$ cat src/rtl/crc_pkg.sv
package crc_pkg;

    localparam int unsigned BYTE_W = 8;
    localparam int unsigned SEL_W  = 2;

    typedef logic [BYTE_W-1:0] crc_byte_t;

    typedef enum logic [SEL_W-1:0] {
        SEL_STATE = 2'd0,
        SEL_POLY  = 2'd1,
        SEL_SEED  = 2'd2,
        SEL_CTRL  = 2'd3
    } reg_sel_e;

    typedef struct packed {
        logic      wr;
        logic      rd;
        reg_sel_e  sel;
        crc_byte_t wdata;
    } bus_req_t;

    typedef struct packed {
        crc_byte_t len_mask;
        crc_byte_t top_sel;
        crc_byte_t gen_low;
    } crc_geom_t;

    localparam int unsigned CTRL_EN_BIT = 0;

endpackage

$ cat src/rtl/crc_geometry.sv
module crc_geometry
    import crc_pkg::*;
#(
    parameter int unsigned DATA_W = BYTE_W
) (
    input  logic [DATA_W-1:0] poly_i,
    output logic [DATA_W-1:0] len_mask_o,
    output logic [DATA_W-1:0] top_sel_o,
    output logic [DATA_W-1:0] gen_low_o
);

    // Per-stage decode of the polynomial byte into width, top index and taps.
    for (genvar i = 0; i < DATA_W; i++) begin : g_stage
        assign len_mask_o[i] = |poly_i[DATA_W-1:i];
        if (i == DATA_W - 1) begin : g_top
            assign top_sel_o[i] = poly_i[i];
        end else begin : g_mid
            assign top_sel_o[i] = poly_i[i] & ~(|poly_i[DATA_W-1:i+1]);
        end
        if (i == 0) begin : g_lsb
            assign gen_low_o[i] = len_mask_o[0];
        end else begin : g_tap
            assign gen_low_o[i] = poly_i[i-1] & len_mask_o[i];
        end
    end

endmodule

$ cat src/rtl/crc_shift.sv
module crc_shift
    import crc_pkg::*;
#(
    parameter int unsigned DATA_W = BYTE_W
) (
    input  logic              clk,
    input  logic              rst,
    input  logic              en_i,
    input  logic              ser_i,
    input  logic              load_i,
    input  logic [DATA_W-1:0] load_val_i,
    input  logic [DATA_W-1:0] len_mask_i,
    input  logic [DATA_W-1:0] top_sel_i,
    input  logic [DATA_W-1:0] gen_low_i,
    output logic [DATA_W-1:0] state_o,
    output logic              top_o
);

    logic [DATA_W-1:0] state_q;
    logic [DATA_W-1:0] state_d;
    logic [DATA_W-1:0] shifted;
    logic              fb;
    logic              active;

    assign top_o   = |(state_q & top_sel_i);
    assign fb      = ser_i ^ top_o;
    assign shifted = {state_q[DATA_W-2:0], 1'b0};
    assign active  = |len_mask_i;

    always_comb begin
        state_d = state_q;
        if (load_i) begin
            state_d = load_val_i;
        end else if (en_i && active) begin
            state_d = len_mask_i & (shifted ^ ({DATA_W{fb}} & gen_low_i));
        end
    end

    always_ff @(posedge clk) begin
        if (rst) begin
            state_q <= '0;
        end else begin
            state_q <= state_d;
        end
    end

    assign state_o = state_q;


    hold_when_idle_chk: assert property (@(posedge clk) disable iff (rst)
        (!en_i && !load_i) |=> $stable(state_q));


    seed_load_chk: assert property (@(posedge clk) disable iff (rst)
        load_i |=> (state_q == $past(load_val_i)));


    width_clear_chk: assert property (@(posedge clk) disable iff (rst)
        (en_i && active && !load_i) |=> ((state_q & ~$past(len_mask_i)) == '0));


    zero_poly_hold_chk: assert property (@(posedge clk) disable iff (rst)
        (!active && !load_i) |=> $stable(state_q));

endmodule

$ cat src/rtl/crc_regbank.sv
module crc_regbank
    import crc_pkg::*;
#(
    parameter int unsigned DATA_W = BYTE_W
) (
    input  logic              clk,
    input  logic              rst,
    input  bus_req_t          req_i,
    input  logic [DATA_W-1:0] remainder_i,
    output logic [DATA_W-1:0] rdata_o,
    output logic [DATA_W-1:0] poly_o,
    output logic              enable_o,
    output logic              load_o,
    output logic [DATA_W-1:0] load_val_o
);

    logic [DATA_W-1:0] poly_q;
    logic [DATA_W-1:0] seed_q;
    logic [DATA_W-1:0] ctrl_q;
    logic [DATA_W-1:0] rdata_q;
    logic [DATA_W-1:0] rdata_d;
    logic              armed_q;
    logic              enable;

    assign enable = ctrl_q[CTRL_EN_BIT];

    always_ff @(posedge clk) begin
        if (rst) begin
            poly_q <= '0;
            seed_q <= '0;
            ctrl_q <= '0;
        end else if (req_i.wr) begin
            unique case (req_i.sel)
                SEL_POLY: poly_q <= req_i.wdata;
                SEL_SEED: seed_q <= req_i.wdata;
                SEL_CTRL: ctrl_q <= req_i.wdata;
                default:  ;
            endcase
        end
    end

    assign load_o     = req_i.wr && (req_i.sel == SEL_SEED) && !enable;
    assign load_val_o = req_i.wdata;

    always_comb begin
        unique case (req_i.sel)
            SEL_STATE: rdata_d = '0;
            SEL_POLY:  rdata_d = (armed_q && !enable) ? remainder_i : poly_q;
            SEL_SEED:  rdata_d = seed_q;
            default:   rdata_d = ctrl_q;
        endcase
    end

    always_ff @(posedge clk) begin
        if (rst) begin
            rdata_q <= '0;
            armed_q <= 1'b0;
        end else if (req_i.rd) begin
            rdata_q <= rdata_d;
            armed_q <= (req_i.sel == SEL_STATE) && !enable;
        end
    end

    assign rdata_o  = rdata_q;
    assign poly_o   = poly_q;
    assign enable_o = enable;


    state_reads_zero_chk: assert property (@(posedge clk) disable iff (rst)
        (req_i.rd && req_i.sel == SEL_STATE) |=> (rdata_q == '0));


    enabled_poly_read_chk: assert property (@(posedge clk) disable iff (rst)
        (req_i.rd && req_i.sel == SEL_POLY && enable) |=> (rdata_q == $past(poly_q)));

endmodule

$ cat src/rtl/crc_serial_engine.sv
module crc_serial_engine
    import crc_pkg::*;
#(
    parameter int unsigned DATA_W = BYTE_W
) (
    input  logic              clk,
    input  logic              rst,
    input  logic [SEL_W-1:0]  bus_addr,
    input  logic              bus_wr,
    input  logic              bus_rd,
    input  logic [DATA_W-1:0] bus_wdata,
    output logic [DATA_W-1:0] bus_rdata,
    input  logic              ser_in,
    output logic              ser_out,
    output logic              irq
);

    bus_req_t          req;
    crc_geom_t         geom;
    logic [DATA_W-1:0] poly;
    logic [DATA_W-1:0] remainder;
    logic [DATA_W-1:0] load_val;
    logic              enable;
    logic              load;
    logic              top_bit;

    assign req.wr    = bus_wr;
    assign req.rd    = bus_rd;
    assign req.sel   = reg_sel_e'(bus_addr);
    assign req.wdata = bus_wdata;

    crc_regbank #(.DATA_W(DATA_W)) u_regs (
        .clk         (clk),
        .rst         (rst),
        .req_i       (req),
        .remainder_i (remainder),
        .rdata_o     (bus_rdata),
        .poly_o      (poly),
        .enable_o    (enable),
        .load_o      (load),
        .load_val_o  (load_val)
    );

    crc_geometry #(.DATA_W(DATA_W)) u_geom (
        .poly_i     (poly),
        .len_mask_o (geom.len_mask),
        .top_sel_o  (geom.top_sel),
        .gen_low_o  (geom.gen_low)
    );

    crc_shift #(.DATA_W(DATA_W)) u_shift (
        .clk        (clk),
        .rst        (rst),
        .en_i       (enable),
        .ser_i      (ser_in),
        .load_i     (load),
        .load_val_i (load_val),
        .len_mask_i (geom.len_mask),
        .top_sel_i  (geom.top_sel),
        .gen_low_i  (geom.gen_low),
        .state_o    (remainder),
        .top_o      (top_bit)
    );

    assign ser_out = enable & top_bit;
    assign irq     = enable & (|geom.len_mask) & ~(|(remainder & geom.len_mask));


    out_quiet_chk: assert property (@(posedge clk) disable iff (rst)
        !enable |-> !ser_out);


    irq_quiet_chk: assert property (@(posedge clk) disable iff (rst)
        irq |-> enable);


    reset_quiet_chk: assert property (@(posedge clk)
        $past(rst) |-> (!ser_out && !irq && bus_rdata == '0));

endmodule

$ cat config.mk
export PLATFORM = sky130hd
export DESIGN_NAME = crc_serial_engine
export DESIGN_NICKNAME = d
export VERILOG_FILES = /design/src/rtl/crc_pkg.sv /design/src/rtl/crc_geometry.sv /design/src/rtl/crc_shift.sv /design/src/rtl/crc_regbank.sv /design/src/rtl/crc_serial_engine.sv
export SDC_FILE = /design/constraint.sdc
export NUM_CORES = 1
export LEC_CHECK = 0
export BUFFER_PORTS_ARGS = -buffer_cell sky130_fd_sc_hd__buf_2
export CAP_MARGIN = 20
export CORE_MARGIN = 4
export CORE_UTILIZATION = 45
export CTS_CLUSTER_DIAMETER = 60
export CTS_CLUSTER_SIZE = 16
export DETAILED_ROUTE_END_ITERATION = 12
export PLACE_DENSITY = 0.66
export SYNTH_ARGS = -nofsm -noshare
export SYNTH_HDL_FRONTEND = slang
export SYNTH_HIERARCHICAL = 1
export SYNTH_SLANG_ARGS = --single-unit
$ cat constraint.sdc
create_clock -name clk -period 2.2 [get_ports clk]
set_input_delay 0 -clock clk [delete_from_list [all_inputs] [get_ports clk]]
set_output_delay 0 -clock clk [all_outputs]
set_load 0.02 [all_outputs]
After elaboration in Yosys (flattened, before gate mapping):

Cells that the tools add are included.
W data, S select, Z words.

* eq/ne operators: 3
* multiplexer cells: 4
* bitwise logic cells: 31
* reduce and logical (&&, ||, !) cells: 20

Operators with widths (count)
* $and A8 B8 Y8: 4
* $mux W8: 3
* $pmux W8 S3: 1
* $reduce_or A8 Y1: 3
* $and A1 B1 Y1: 17
* $not A1 Y1: 8
* $xor A8 B8 Y8: 1
* $reduce_or A7 Y1: 1
* $reduce_and A2 Y1: 3
* $reduce_or A6 Y1: 1
* $logic_and A1 B1 Y1: 5
* $reduce_or A5 Y1: 1
* $eq A2 B2 Y1 const B: 2
* $reduce_or A4 Y1: 1
* $reduce_or A3 Y1: 1
* $eq A2 B1 Y1 const B: 1
* $logic_not A2 Y1: 1
* $reduce_bool A2 Y1: 1
* $reduce_or A2 Y1: 1
* $logic_not A1 Y1: 1
* $xor A1 B1 Y1: 1

* bits in registers: 41
* input port bits: 15
* output and inout bits: 10

Logic depth before layout (Yosys ltp):

* depth in word-level cells: 11
* gate-level depth with buffers: 10
* mapped depth without buffers: 7

Modules after synthesis:

Netlist, hierarchy kept.

By module, submodules not included
* crc_regbank: instances 1, cells an instance 160, area each 1535.2 um2, seq. area each 660.6 um2
* crc_shift: instances 1, cells an instance 96, area each 782.0 um2, seq. area each 160.2 um2
* crc_geometry: instances 1, cells an instance 29, area each 192.7 um2, seq. area each 0.0 um2
* crc_serial_engine: instances 1, cells an instance 10, area each 68.8 um2, seq. area each 0.0 um2

Worst setup path before layout:

Ideal clock, no wire load.

* path type: reg-to-reg
* from: reg u_regs.poly_q[7] (netlist: u_regs/poly_o[7])
* to: reg u_shift.state_q[1] (netlist: u_shift/state_o[1])
* library setup time: 0.079 ns
* arrival: 2.006 ns
* required time: 2.121 ns
* slack: 0.115 ns
* stages on the path, launching flop included: 8
* buffers on the path: 1
* clock period less this slack: 2.085 ns
* path through: dfxtp_1 -> nor4_4 -> nand3b_1 -> buf_4 -> or4_4 -> o21ai_2 -> a31oi_1 -> o211ai_1

RTL lines
* start: declaration: line crc_regbank.sv:17 `logic [DATA_W-1:0] poly_q;`
* start signal: assignment: line crc_regbank.sv:34 `SEL_POLY: poly_q <= req_i.wdata;`
* end signal: assignment: line crc_shift.sv:43 `state_q <= state_d;`
* end: declaration: line crc_shift.sv:19 `logic [DATA_W-1:0] state_q;`

==> metrics.md <==
| Metric | Value |
|---|---|
| Outcome | complete, no violations |
| WS Path Type | register to output pin |
| Power per Cell Area | between 600 and 700 nW/um^2 |
| Worst vdd ir | just under 0.4 mV |
| Leakage power figure | between 1 and 1.5 nW |
| Layout Nets | 341 |
| Largest family of logic cells by synthesized area | simple AND/OR/NAND/NOR gates |
| Drt pass-1 iters | 4 |
| Final Cycle Share | ~100% |
| Crit-path max FO | 7 |
| Area leader, netlist | dfxtp_1 |
| Worst Setup End Kind | output pin |
| Row Count | 27 |
| DRC | 0 |
| Total power | ~0.0019 W |
| Die span in y | between 80 and 90 um |
| Clock-pin slew on the worst setup and hold paths | 90 ps |
| Syn nets | between 300 and 400 |
| Core ar. | roughly 5500 sq um |
| IO Port Bufs | 24 |
| Vias in the first global route | approximately 2200 |
| DP Area | approximately 2700 sq um |
| CP arrival | approximately 2200 ps |
| Die area | about 7000 sq um |
| Number of max-cap violations | 0 |
| Post-Syn Instances | approximately 300 |
| Via-to-Cell Ratio | approximately 5.8 |
| Synth unique cells | between 50 and 60 |
| Mux cell area share after synthesis | between 15 and 20% |
| Final Max Slew Viols | 0 |
| Slew headroom | approximately 55% |
| # diodes | 0 |
| Largest net degree at the start of global routing | 39 |
| Hold WC Path Type | input pin to register |
| Clock Tree Buf Depth | 2 |
| FF-to-FF path depth | 7 |
| RD Place Congestion | just under 1 |
| Grt ovf | 0 |
| Post-synth top area share | a little under a third |
| WL/cell | between 15 and 20 um |
| Endpoints failing setup | 0 |
| Unrepaired setup endpoints after global routing | true |
| Finished Cell Area | 3040 sq um |
| Starting Density | 46.5% |
| Register area share after synthesis | roughly a third |
| Top cells by count, synth | 41 x dfxtp_1, 31 x mux2i_1, 30 x nor2_1 |
| Final hold vios | 0 |
| Final WL | between 6000 and 7000 um |
| Fmax | 0.457 GHz |
| RR Endpoint | u_shift/state_o[1] |
| Boundary Pins | 25 |
| Minimum clock period | about 2200 ps |
| Worst r2r src | u_regs/poly_o[7] |
| Synth Area in XOR/XNOR | less than 1% |
| Adder-cell share of the synthesized area | 0% |
| Mapped cell area | 2580 sq um |
| Final ANT Viol Nets | 0 |
| Startpoint Class | register |
| Clock latency on the worst-skew pair | 300 ps |
| Yosys reg bits | between 40 and 50 |
| Via count | about 2300 |
| Hpwl dp | 4630 um |
| Share of cells above drive strength 1 | a little over a quarter |
| First-pass GRT wire length | ~11000 um |
| Syn_area_per_cell | 8.74 sq um |
| Compound-Gate Fraction of Synth Area | 17.6% |
| Initial DRC count | 130 |
| Ys Warns | 6 |
| Clock Sinks | just over 40 |
| Simple-gate share of the synthesized area | between 20% and 30% |
| CTS tree | yes |
| Top-count cell post-synth | dfxtp_1 |
| Total GRT Usage | between 10% and 20% |
| Crit path capture | irq |
| Max H-tree Level | 2 |
| Post-synth EDFFs | 0 |
| Synth Flop Type | dfxtp_1 |
| Register-to-register setup slack | ~150 ps |
| Setup Skew | 7.21 ps |
| Root Buffer | clkbuf_8 |
| Worst slew pin tran | between 600 and 700 ps |
| Antenna violations before repair | 0 |
| CTS buffer count | 5 |
| Area contributors post-synth | dfxtp_1 32%, mux2i_1 12%, nor2_1 4.4% |
| Synth-to-Final Area Change | 17.8% |
| Die Span X | roughly 84 um |
| Post-synth ARST share | 0% |
| Worst Setup SP | u_regs/poly_o[7] |
| Crit path required time | 2200 ps |
==> critical path, stage by stage, from the launching register on <==
cell and delay [ps]:
dfxtp_4 380, nor4_4 280, buf_6 170, nand2b_4 60, buf_6 120, or4_4 510
o21ai_2 140, nor2_1 70, buf_4 150
==> registers in the layout, summed over array words and instances (netlist names) <==
register         cells
u_regs/ctrl_q        8
u_regs/armed_q       1
u_regs/rdata_o       8
u_regs/poly_o        8
u_shift/state_o      8
u_regs/seed_q        8
==> layout make-up <==
cell class	count	area, sq um
Timing Repair Buffer	52	378
Fill cell	508	2500
Clock inverter	3	68.8
Tap cell	72	90.1
Clock buffer	5	68.8
Sequential cell	41	831
Inverter	12	45.0
Multi-Input combinational cell	214	1560
==> repair_timing <==
action                                  in CTS  in global routing
gates resized for setup                      3                 21
buffers inserted                             1                  4
pin swaps                                    1                  5
hold buffers                                 8                  0
hold endpoints to repair                    13                  0
endpoints found under the setup margin       2                  2
==> placed cells by master, fill, tap and decap left out, types with 7 or more instances in the layout <==
master	Yosys	layout
mux2i_1	31	31
nor3_1	16	13
and2_1	8	8
a211oi_1	8	8
nor2_1	30	30
dlygate4sd3_1	0	8
o32ai_1	7	7
buf_4	13	16
nand2_1	27	25
dfxtp_1	41	37
a31oi_1	7	7
a21oi_1	8	8
buf_2	3	22
inv_1	10	10
a2bb2oi_1	8	8
==> per-stage QoR <==
stage               std cells  setup WS (ps)  hold slack [ps]  setup TNS, ps  util (%)
finish                    399           11.0              125              0      54.8
global route              399          -52.3              141          -99.2      54.8
CTS                       395           5.36              113              0      53.0
detailed placement        378           99.1              288              0      48.8
global placement          378            139              282              0      48.8
floorplan                 295            115             94.3              0         -
==> per-layer routing <==
metal	vias up	track usage, %	routed length, um
li1	1132	-	-
met1	1089	25.6	3110
met2	64	31.1	3260
met3	10	3.16	294
met4	0	4.97	85
met5	-	0	0
==> power by group <==
part	leakage (nW)	total (W)	switching, W	internal [W]
Combinational	0.895	0.000342	0.000180	0.000162
Sequential	0.337	0.000798	0.0000293	0.000769
Clock	0.0687	0.000747	0.000290	0.000457
Total	1.30	0.00189	0.000499	0.00139
==> worst min path at each step <==
stage / start / end / slack (ps) / cells past startpoint
2_1_floorplan: rst / u_shift/state_o[0] / 90 / 1
3_3_place_gp: bus_wdata[6] / u_regs/seed_q[6] / 280 / 3
3_5_place_dp: bus_wdata[2] / u_regs/seed_q[2] / 290 / 3
4_1_cts: bus_rd / u_regs/rdata_o[1] / 110 / 2
5_1_grt: bus_rd / u_regs/rdata_o[0] / 140 / 3
6_report: bus_rd / u_regs/rdata_o[0] / 130 / 3
==> cell families (layout without fill, tap and decap cells) <==
kind of cell	after synthesis	after routing
simple gates	114	114
compound gates	59	59
flops	41	41
mux	40	40
buf+inv	40	72
xor+xnor	1	1
Power figures use the tool's default switching activity.
